### src/rtl/irqagg_pkg.sv
package irqagg_pkg;
  localparam int WORD_W = 32;

  // Mask with the lowest w bits set (w saturates at WORD_W).
  function automatic logic [WORD_W-1:0] fill_mask(int w);
    logic [WORD_W-1:0] m;
    m = '0;
    for (int i = 0; i < WORD_W; i++) begin
      if (i < w) m[i] = 1'b1;
    end
    return m;
  endfunction
endpackage

### src/rtl/irqagg_bank.sv
module irqagg_bank
  import irqagg_pkg::*;
#(
  parameter logic [WORD_W-1:0] POP_MASK = '1
) (
  input  logic              clk,
  input  logic              rst,
  input  logic [WORD_W-1:0] src_i,
  input  logic              en_we_i,
  input  logic              st_we_i,
  input  logic [WORD_W-1:0] wdata_i,
  output logic [WORD_W-1:0] en_o,
  output logic [WORD_W-1:0] st_o
);
  logic [WORD_W-1:0] prev_q, en_q, st_q;
  logic [WORD_W-1:0] rise_vec, clr_vec;

  assign rise_vec = src_i & ~prev_q & POP_MASK;
  assign clr_vec  = st_we_i ? wdata_i : '0;

  always_ff @(posedge clk) begin
    if (rst) begin
      prev_q <= '0;
      en_q   <= '0;
      st_q   <= '0;
    end else begin
      prev_q <= src_i & POP_MASK;
      st_q   <= ((st_q & ~clr_vec) | rise_vec) & POP_MASK;
      if (en_we_i) en_q <= wdata_i & POP_MASK;
    end
  end

  assign en_o = en_q;
  assign st_o = st_q;


  clear_drops_chk: assert property (@(posedge clk) disable iff (rst)
    (|(clr_vec & ~rise_vec)) |=> ((st_q & $past(clr_vec & ~rise_vec)) == '0));


  set_wins_chk: assert property (@(posedge clk) disable iff (rst)
    (|rise_vec) |=> ((st_q & $past(rise_vec)) == $past(rise_vec)));


  status_hold_chk: assert property (@(posedge clk) disable iff (rst)
    (rise_vec == '0 && clr_vec == '0) |=> $stable(st_q));


  unpopulated_zero_chk: assert property (@(posedge clk) disable iff (rst)
    ((en_q | st_q) & ~POP_MASK) == '0);
endmodule

### src/rtl/irqagg_lowest.sv
module irqagg_lowest #(
  parameter int WIDTH = 96,
  parameter int BASE  = 0,
  parameter int NUM_W = 8
) (
  input  logic [WIDTH-1:0] pend_i,
  output logic             valid_o,
  output logic [NUM_W-1:0] num_o
);
  // Scan from the top so the lowest set bit is the last one written.
  always_comb begin
    valid_o = 1'b0;
    num_o   = '0;
    for (int i = WIDTH - 1; i >= 0; i--) begin
      if (pend_i[i]) begin
        valid_o = 1'b1;
        num_o   = NUM_W'(BASE + i);
      end
    end
  end
endmodule

### src/rtl/irqagg_rdmux.sv
module irqagg_rdmux
  import irqagg_pkg::*;
#(
  parameter int NUM_BANKS = 5,
  parameter int ADDR_W    = 4
) (
  input  logic [ADDR_W-1:0]                 addr_i,
  input  logic [NUM_BANKS-1:0][WORD_W-1:0]  en_i,
  input  logic [NUM_BANKS-1:0][WORD_W-1:0]  st_i,
  output logic [WORD_W-1:0]                 rdata_o
);
  always_comb begin
    rdata_o = '0;
    for (int b = 0; b < NUM_BANKS; b++) begin
      if (addr_i == ADDR_W'(b))             rdata_o = en_i[b];
      if (addr_i == ADDR_W'(NUM_BANKS + b)) rdata_o = st_i[b];
    end
  end
endmodule

### src/rtl/irq_bank_aggregator.sv
module irq_bank_aggregator
  import irqagg_pkg::*;
#(
  parameter int NUM_BANKS = 5,
  parameter int FN_BANKS  = 3,
  parameter int ADDR_W    = 4,
  parameter int NUM_W     = 8,
  parameter logic [NUM_BANKS*6-1:0] BANK_WIDTHS =
    {6'd17, 6'd32, 6'd24, 6'd32, 6'd32}
) (
  input  logic                          clk,
  input  logic                          rst,
  input  logic [NUM_BANKS*WORD_W-1:0]   src_i,
  input  logic [ADDR_W-1:0]             bus_addr,
  input  logic                          bus_we,
  input  logic [WORD_W-1:0]             bus_wdata,
  output logic [WORD_W-1:0]             bus_rdata,
  output logic                          fn_irq_o,
  output logic                          err_irq_o,
  output logic                          fn_valid_o,
  output logic [NUM_W-1:0]              fn_num_o,
  output logic                          err_valid_o,
  output logic [NUM_W-1:0]              err_num_o
);
  localparam int SRC_W = NUM_BANKS * WORD_W;
  localparam int FN_W  = FN_BANKS * WORD_W;
  localparam int ERR_W = SRC_W - FN_W;

  logic [NUM_BANKS-1:0][WORD_W-1:0] en_w, st_w;
  logic [SRC_W-1:0]                 pend_all;
  logic [FN_W-1:0]                  fn_pend;
  logic [ERR_W-1:0]                 err_pend;

  for (genvar b = 0; b < NUM_BANKS; b++) begin : g_bank
    localparam int          BW   = int'(BANK_WIDTHS[b*6 +: 6]);
    localparam logic [WORD_W-1:0] MASK = fill_mask(BW);
    logic en_we, st_we;
    assign en_we = bus_we && (bus_addr == ADDR_W'(b));
    assign st_we = bus_we && (bus_addr == ADDR_W'(NUM_BANKS + b));

    irqagg_bank #(.POP_MASK(MASK)) u_bank (
      .clk     (clk),
      .rst     (rst),
      .src_i   (src_i[b*WORD_W +: WORD_W]),
      .en_we_i (en_we),
      .st_we_i (st_we),
      .wdata_i (bus_wdata),
      .en_o    (en_w[b]),
      .st_o    (st_w[b])
    );
    assign pend_all[b*WORD_W +: WORD_W] = en_w[b] & st_w[b];
  end

  assign fn_pend  = pend_all[FN_W-1:0];
  assign err_pend = pend_all[SRC_W-1:FN_W];

  assign fn_irq_o  = |fn_pend;
  assign err_irq_o = |err_pend;

  irqagg_lowest #(.WIDTH(FN_W), .BASE(0), .NUM_W(NUM_W)) u_fn_pick (
    .pend_i  (fn_pend),
    .valid_o (fn_valid_o),
    .num_o   (fn_num_o)
  );

  irqagg_lowest #(.WIDTH(ERR_W), .BASE(FN_W), .NUM_W(NUM_W)) u_err_pick (
    .pend_i  (err_pend),
    .valid_o (err_valid_o),
    .num_o   (err_num_o)
  );

  irqagg_rdmux #(.NUM_BANKS(NUM_BANKS), .ADDR_W(ADDR_W)) u_rd (
    .addr_i  (bus_addr),
    .en_i    (en_w),
    .st_i    (st_w),
    .rdata_o (bus_rdata)
  );


  fn_line_agrees_chk: assert property (@(posedge clk) disable iff (rst)
    fn_irq_o == fn_valid_o);


  err_line_agrees_chk: assert property (@(posedge clk) disable iff (rst)
    err_irq_o == err_valid_o);


  fn_lowest_chk: assert property (@(posedge clk) disable iff (rst)
    fn_valid_o |-> (fn_pend[fn_num_o] &&
      ((fn_pend & ((FN_W'(1) << fn_num_o) - FN_W'(1))) == '0)));


  err_lowest_chk: assert property (@(posedge clk) disable iff (rst)
    err_valid_o |-> (err_pend[err_num_o - NUM_W'(FN_W)] &&
      ((err_pend & ((ERR_W'(1) << (err_num_o - NUM_W'(FN_W))) - ERR_W'(1))) == '0)));


  reset_quiet_chk: assert property (@(posedge clk)
    $past(rst) |-> (!fn_irq_o && !err_irq_o));
endmodule

### config.mk
export PLATFORM = sky130hd
export DESIGN_NAME = irq_bank_aggregator
export DESIGN_NICKNAME = d
export VERILOG_FILES = /design/src/rtl/irqagg_pkg.sv /design/src/rtl/irqagg_bank.sv /design/src/rtl/irqagg_lowest.sv /design/src/rtl/irqagg_rdmux.sv /design/src/rtl/irq_bank_aggregator.sv
export SDC_FILE = /design/constraint.sdc
export NUM_CORES = 1
export LEC_CHECK = 0
export ABC_AREA = 1
export CORE_MARGIN = 10
export CORE_UTILIZATION = 40
export CTS_BUF_LIST = sky130_fd_sc_hd__clkbuf_16
export DETAILED_ROUTE_END_ITERATION = 16
export DONT_BUFFER_PORTS = 1
export SYNTH_ARGS = -nofsm -noshare
export SYNTH_HDL_FRONTEND = slang
export SYNTH_SLANG_ARGS = --single-unit
### constraint.sdc
create_clock -name clk -period 6 [get_ports clk]
set_clock_uncertainty 0.1 [all_clocks]
set_input_delay 0.3 -clock clk [delete_from_list [all_inputs] [get_ports clk]]
set_output_delay 0.3 -clock clk [all_outputs]
set_load 0.02 [all_outputs]
# Yosys cells after proc, flatten, opt, wreduce, memory -nomap -nowiden
# Cells that the tools add are included.
totals:
  ff_bits: 411
  output_inout_bits: 52
op_classes:
  eq_ne: 9
  n_mux: 335
  bitwise_logic: 30
  n_reduce_logical: 13
ops:
  columns: ["cell", "count"]
  rows:
  - ["7-bit two-way mux", 96]
  - ["8-bit two-way mux", 64]
  - ["32-bit two-way mux", 13]
  - ["32-bit bitwise AND", 9]
  - ["32-bit NOT", 6]
  - ["1-bit two-way mux", 160]
  - ["32-bit bitwise OR", 3]
  - ["96-bit OR reduction", 1]
  - ["24-bit bitwise AND", 3]
  - ["64-bit OR reduction", 1]
  - ["17-bit bitwise AND", 3]
  - ["24-bit NOT", 2]
  - ["17-bit NOT", 2]
  - ["24-bit two-way mux", 1]
  - ["24-bit bitwise OR", 1]
  - ["17-bit two-way mux", 1]
  - ["17-bit bitwise OR", 1]
  - ["4-bit by 3-bit == test with 1-bit output, second input constant", 4]
  - ["1-bit logical AND", 10]
  - ["4-bit by 2-bit == test with 1-bit output, second input constant", 2]
  - ["4-bit == test, second input constant", 2]
  - ["4-bit by 1-bit == test with 1-bit output, second input constant", 1]
  - ["4-bit logical NOT", 1]

# Logic depth before layout (Yosys ltp)
logic_depth:
  word_depth: 96
  ltp_mapped: 88

# Modules after synthesis
# A second synthesis with hierarchy kept.
hier_totals:
  cells_unflattened: 3715
  hier_area_um2: 23358.7
by_module_without_submodules:
  columns: ["mod", "instances", "cells_each", "area_each_um2", "seq_area_each_um2"]
  rows:
  - ["irqagg_bank at g_bank[0].u_bank ...", 3, 473, 3758.6, 1921.8]
  - ["irqagg_bank at g_bank[2].u_bank", 1, 371, 2835.2, 1441.4]
  - ["irqagg_rdmux", 1, 613, 2642.5, 0.0]
  - ["irqagg_bank at g_bank[4].u_bank", 1, 283, 2180.8, 1021.0]
  - ["irq_bank_aggregator", 1, 451, 1757.9, 0.0]
  - ["irqagg_lowest at u_fn_pick", 1, 351, 1413.9, 0.0]
  - ["irqagg_lowest at u_err_pick", 1, 227, 1252.5, 0.0]

# Least setup slack after synthesis
# OpenSTA, ideal clock, no wires.
synth_path:
  kind: "flip-flop to output port"
  start: "reg g_bank[2].u_bank.st_q[23]"
  end: "out fn_num_o[0]"
  arrival_ps: 4227
  required_time_ps: 5600
  slack_ps: 1373
  path_stages_with_launch: 89
  n_path_buf: 0
  path_cell_list: "dfxtp_1 -> nand2_1 -> inv_1 -> nand2_1 -> nand2_1 -> nand2_1 -> nand2_1 -> nand2_1 -> nand2_1 -> nand2_1 -> nand2_1 -> nand2_1 -> nand2_1 -> nand2_1 -> nand2_1 -> nand2_1 -> nand2_1 -> nand2_1 -> [53 not listed] -> nand2_1 -> nand2_1 -> nand2_1 -> nand2_1 -> nand2_1 -> nand2_1 -> nand2_1 -> nand2_1 -> nand2_1 -> nand2_1 -> nand2_1 -> nand2_1 -> nand2_1 -> nand2_1 -> nand2_1 -> nand2_1 -> nand2_1 -> a21oi_2"
synth_between:
  elab_chain_len: 89
synth_rtl:
  columns: ["item", "line", "text"]
  rows:
  - ["start, declared", "irqagg_bank.sv:15", "logic [WORD_W-1:0] prev_q, en_q, st_q;"]
  - ["start signal, assigned", "irqagg_bank.sv:28", "st_q <= ((st_q & ~clr_vec) | rise_vec) & POP_MASK;"]
  - ["24-bit bitwise AND", "irq_bank_aggregator.sv:51", "assign pend_all[b*WORD_W +: WORD_W] = en_w[b] & st_w[b];"]
  - ["7-bit two-way mux (88 in a row)", "irqagg_lowest.sv:15", "if (pend_i[i]) begin"]
  - ["end, declared", "irq_bank_aggregator.sv:21", "output logic [NUM_W-1:0] fn_num_o,"]
# No other way between the ends.

# Final worst setup path
# Same ends and word-level chain as after synthesis.

==> metrics.txt <==
status=complete, but fails checks; failing checks=setup timing; Main synth FF type=dfxtp_1; fin. max-slew vios=0; die area=0.0518 mm²; drt via density=approximately 5.3; Hold/Removal Path Class=input pin to flip-flop; CP endpoint kind=primary output; number of antenna violations at the first check in global routing=5; post-route ant nets=0; RSZ-0062 raised after global routing=true; fin crit period=6.18 ns; Buf/Inv on CP=2; Max Fclk=between 0.15 and 0.2 GHz; maximum clock path buffer count=3; global-route wire length before repair=93700 µm; Critical Path Most Common Cell=nand2_1; Filler cells=~4200; drt wl/cell=19.8 µm; setup violators final=1; I/O pins=251; placed cell count=2840; Startpoint Class=flip-flop; post-synth net total=between 2000 and 3000; Syn-to-layout area delta=21.1%; row count=75; H-tree level count=2; fin cells=3101; CP peak stage delay=0.33 ns; most frequent cells in the layout=nand2_1, dfxtp_1, inv_1; Post-DP HPWL=between 40000 and 50000 µm; Worst EP arrival=between 5 and 6 ns; vias post-DR=16500; most common cell after layout, fill and taps aside=nand2_1; gr usage total=0.233; TritonRoute pass-1 iters=5; max-cap viol count=0; largest net degree at the start of global routing=198; synthesized area=about 0.017 mm²; Worst Slack Setup Final=-0.180 ns; Reg clk slew, reported paths=0.06 ns; RePlAce Congestion=0.888; Final Hold Viols=0; Slew @ Worst Pin=1.34 ns; Hold Slack=between 0.01 and 0.015 ns; sequential element share of the synthesized area=0.477; number of global-route vias before repair=16300; Netlist cell types=31; worst-path fanout max=2; number of clock sinks=411; drt drc=0; FF+latch count, synth=411; CTS tree=built; NumNets Final=2687; routing usage on met1=0.289; slowest CP cell=dfxtp_2; area of the multi-input gates=0.00759 mm²; Post-synth EDFFs=0; Req. time, crit path=5.60 ns; layout cells sized above 1=0.0595; clock latency on the worst-skew pair=approximately 0.6 ns; setup tns final=-0.180 ns; Root Driver=clkbuf_16; fin crit share=1.03; total gr overflow=0; crit path kind=flip-flop to primary output; final wirelength=61500 µm; GRT busiest layer=met2; Initial DRC Count=1260; asr flop ratio synth=0; Leak=approximately 9.6 nW; Die Y=228 µm; die width=between 200 and 250 µm; Synth Instances=2368; pre-CTS WS=between 0.3 and 0.4 ns; Final Power=6.35 mW; Slew Limit Headroom=0.100; M2 GR Usage=0.396; CTS buffer count=44; power per standard cell area=304 mW/mm²; Core Region=0.0423 mm²; YS warnings=0; FF/Latch Area=0.00823 mm²; IO Port Bufs=0; Worst VDD drop=approximately 170 µV; dominant delay contributor by cell family on the critical path=simple AND/OR/NAND/NOR gates; met3 usage=0.0369; Mean Syn Cell Area=7.28 µm²; Initial Util=0.407
## cells by family after synthesis
logic type / count (synthesis) / share of synthesized area
buf+inv: 388 / 0.0849
other cells: 1 / 0.000218
simple gates: 902 / 0.220
flops: 411 / 0.477
compound gates: 666 / 0.218
## synthesized netlist by cell type, types with 23 or more instances
| cell | number | share of area |
|---|---|---|
| nand2_1 | 655 | 0.14 |
| dfxtp_1 | 411 | 0.48 |
| inv_1 | 265 | 0.058 |
| o21ai_0 | 238 | 0.069 |
| a21oi_1 | 191 | 0.055 |
| o22ai_1 | 144 | 0.052 |
| nor2_1 | 116 | 0.025 |
| clkbuf_1 | 110 | 0.024 |
| nand3_1 | 69 | 0.020 |
| o211ai_1 | 38 | 0.017 |
| nand2_4 | 33 | 0.022 |
| nand2_2 | 23 | 0.0083 |
## stage by stage
stage,instance area [µm²],util
finish,20900,0.493
CTS,20900,0.493
detailed placement,17600,0.417
global route,20900,0.493
floorplan,17200,-
global placement,17600,0.417
## path summary, 6_finish.rpt
check	start	to	slack [ns]	cells past startpoint
max	g_bank[2].u_bank.st_o[23]$_SDFF_PP0_	fn_num_o[0]	-0.18	89
min	bus_wdata[0]	g_bank[0].u_bank.st_o[0]$_SDFF_PP0_	0.01	3
max reg2reg	g_bank[3].u_bank.en_o[5]$_SDFFE_PP0P_	g_bank[3].u_bank.en_o[5]$_SDFFE_PP0P_	4.69	3
min reg2reg	g_bank[0].u_bank.prev_q[13]$_SDFF_PP0_	g_bank[0].u_bank.st_o[13]$_SDFF_PP0_	0.31	1
## final cells by class
type | count | area share
Multi-Input combinational cell | 1569 | 0.363
Inverter | 270 | 0.0488
Tap cell | 577 | 0.0346
Sequential cell | 411 | 0.394
Clock buffer | 44 | 0.0527
Timing Repair Buffer | 192 | 0.0922
Clock inverter | 34 | 0.0135
Antenna cell | 4 | 0.000479
## routing by layer
metal / vias to the layer above / part of all wire
li1: 8051 / -
met1: 7843 / 0.43
met2: 529 / 0.48
met3: 117 / 0.059
met4: 2 / 0.034
met5: - / 0.00011
## sequential cells by signal (all words and copies together) (netlist names)
name                  count
g_bank.u_bank.en_o      137
g_bank.u_bank.prev_q    137
g_bank.u_bank.st_o      137
## repair_timing
action,4_1_cts,5_1_grt
gates resized for setup,5,4
buffers inserted,1,0
pin swaps,1,4
hold buffers,178,0
setup endpoints to repair,1,1
hold endpoints to repair,411,0
## worst min-delay path, stage by stage
cell and delay [ns]:
inv_1 0.09, o21ai_0 0.18, o22ai_1 0.06
## power breakdown
part,internal [mW],switching [mW]
Combinational,0.242,0.449
Sequential,2.89,0.125
Clock,1.51,1.14
Total,4.64,1.71
Power figures use the tool's default switching activity.
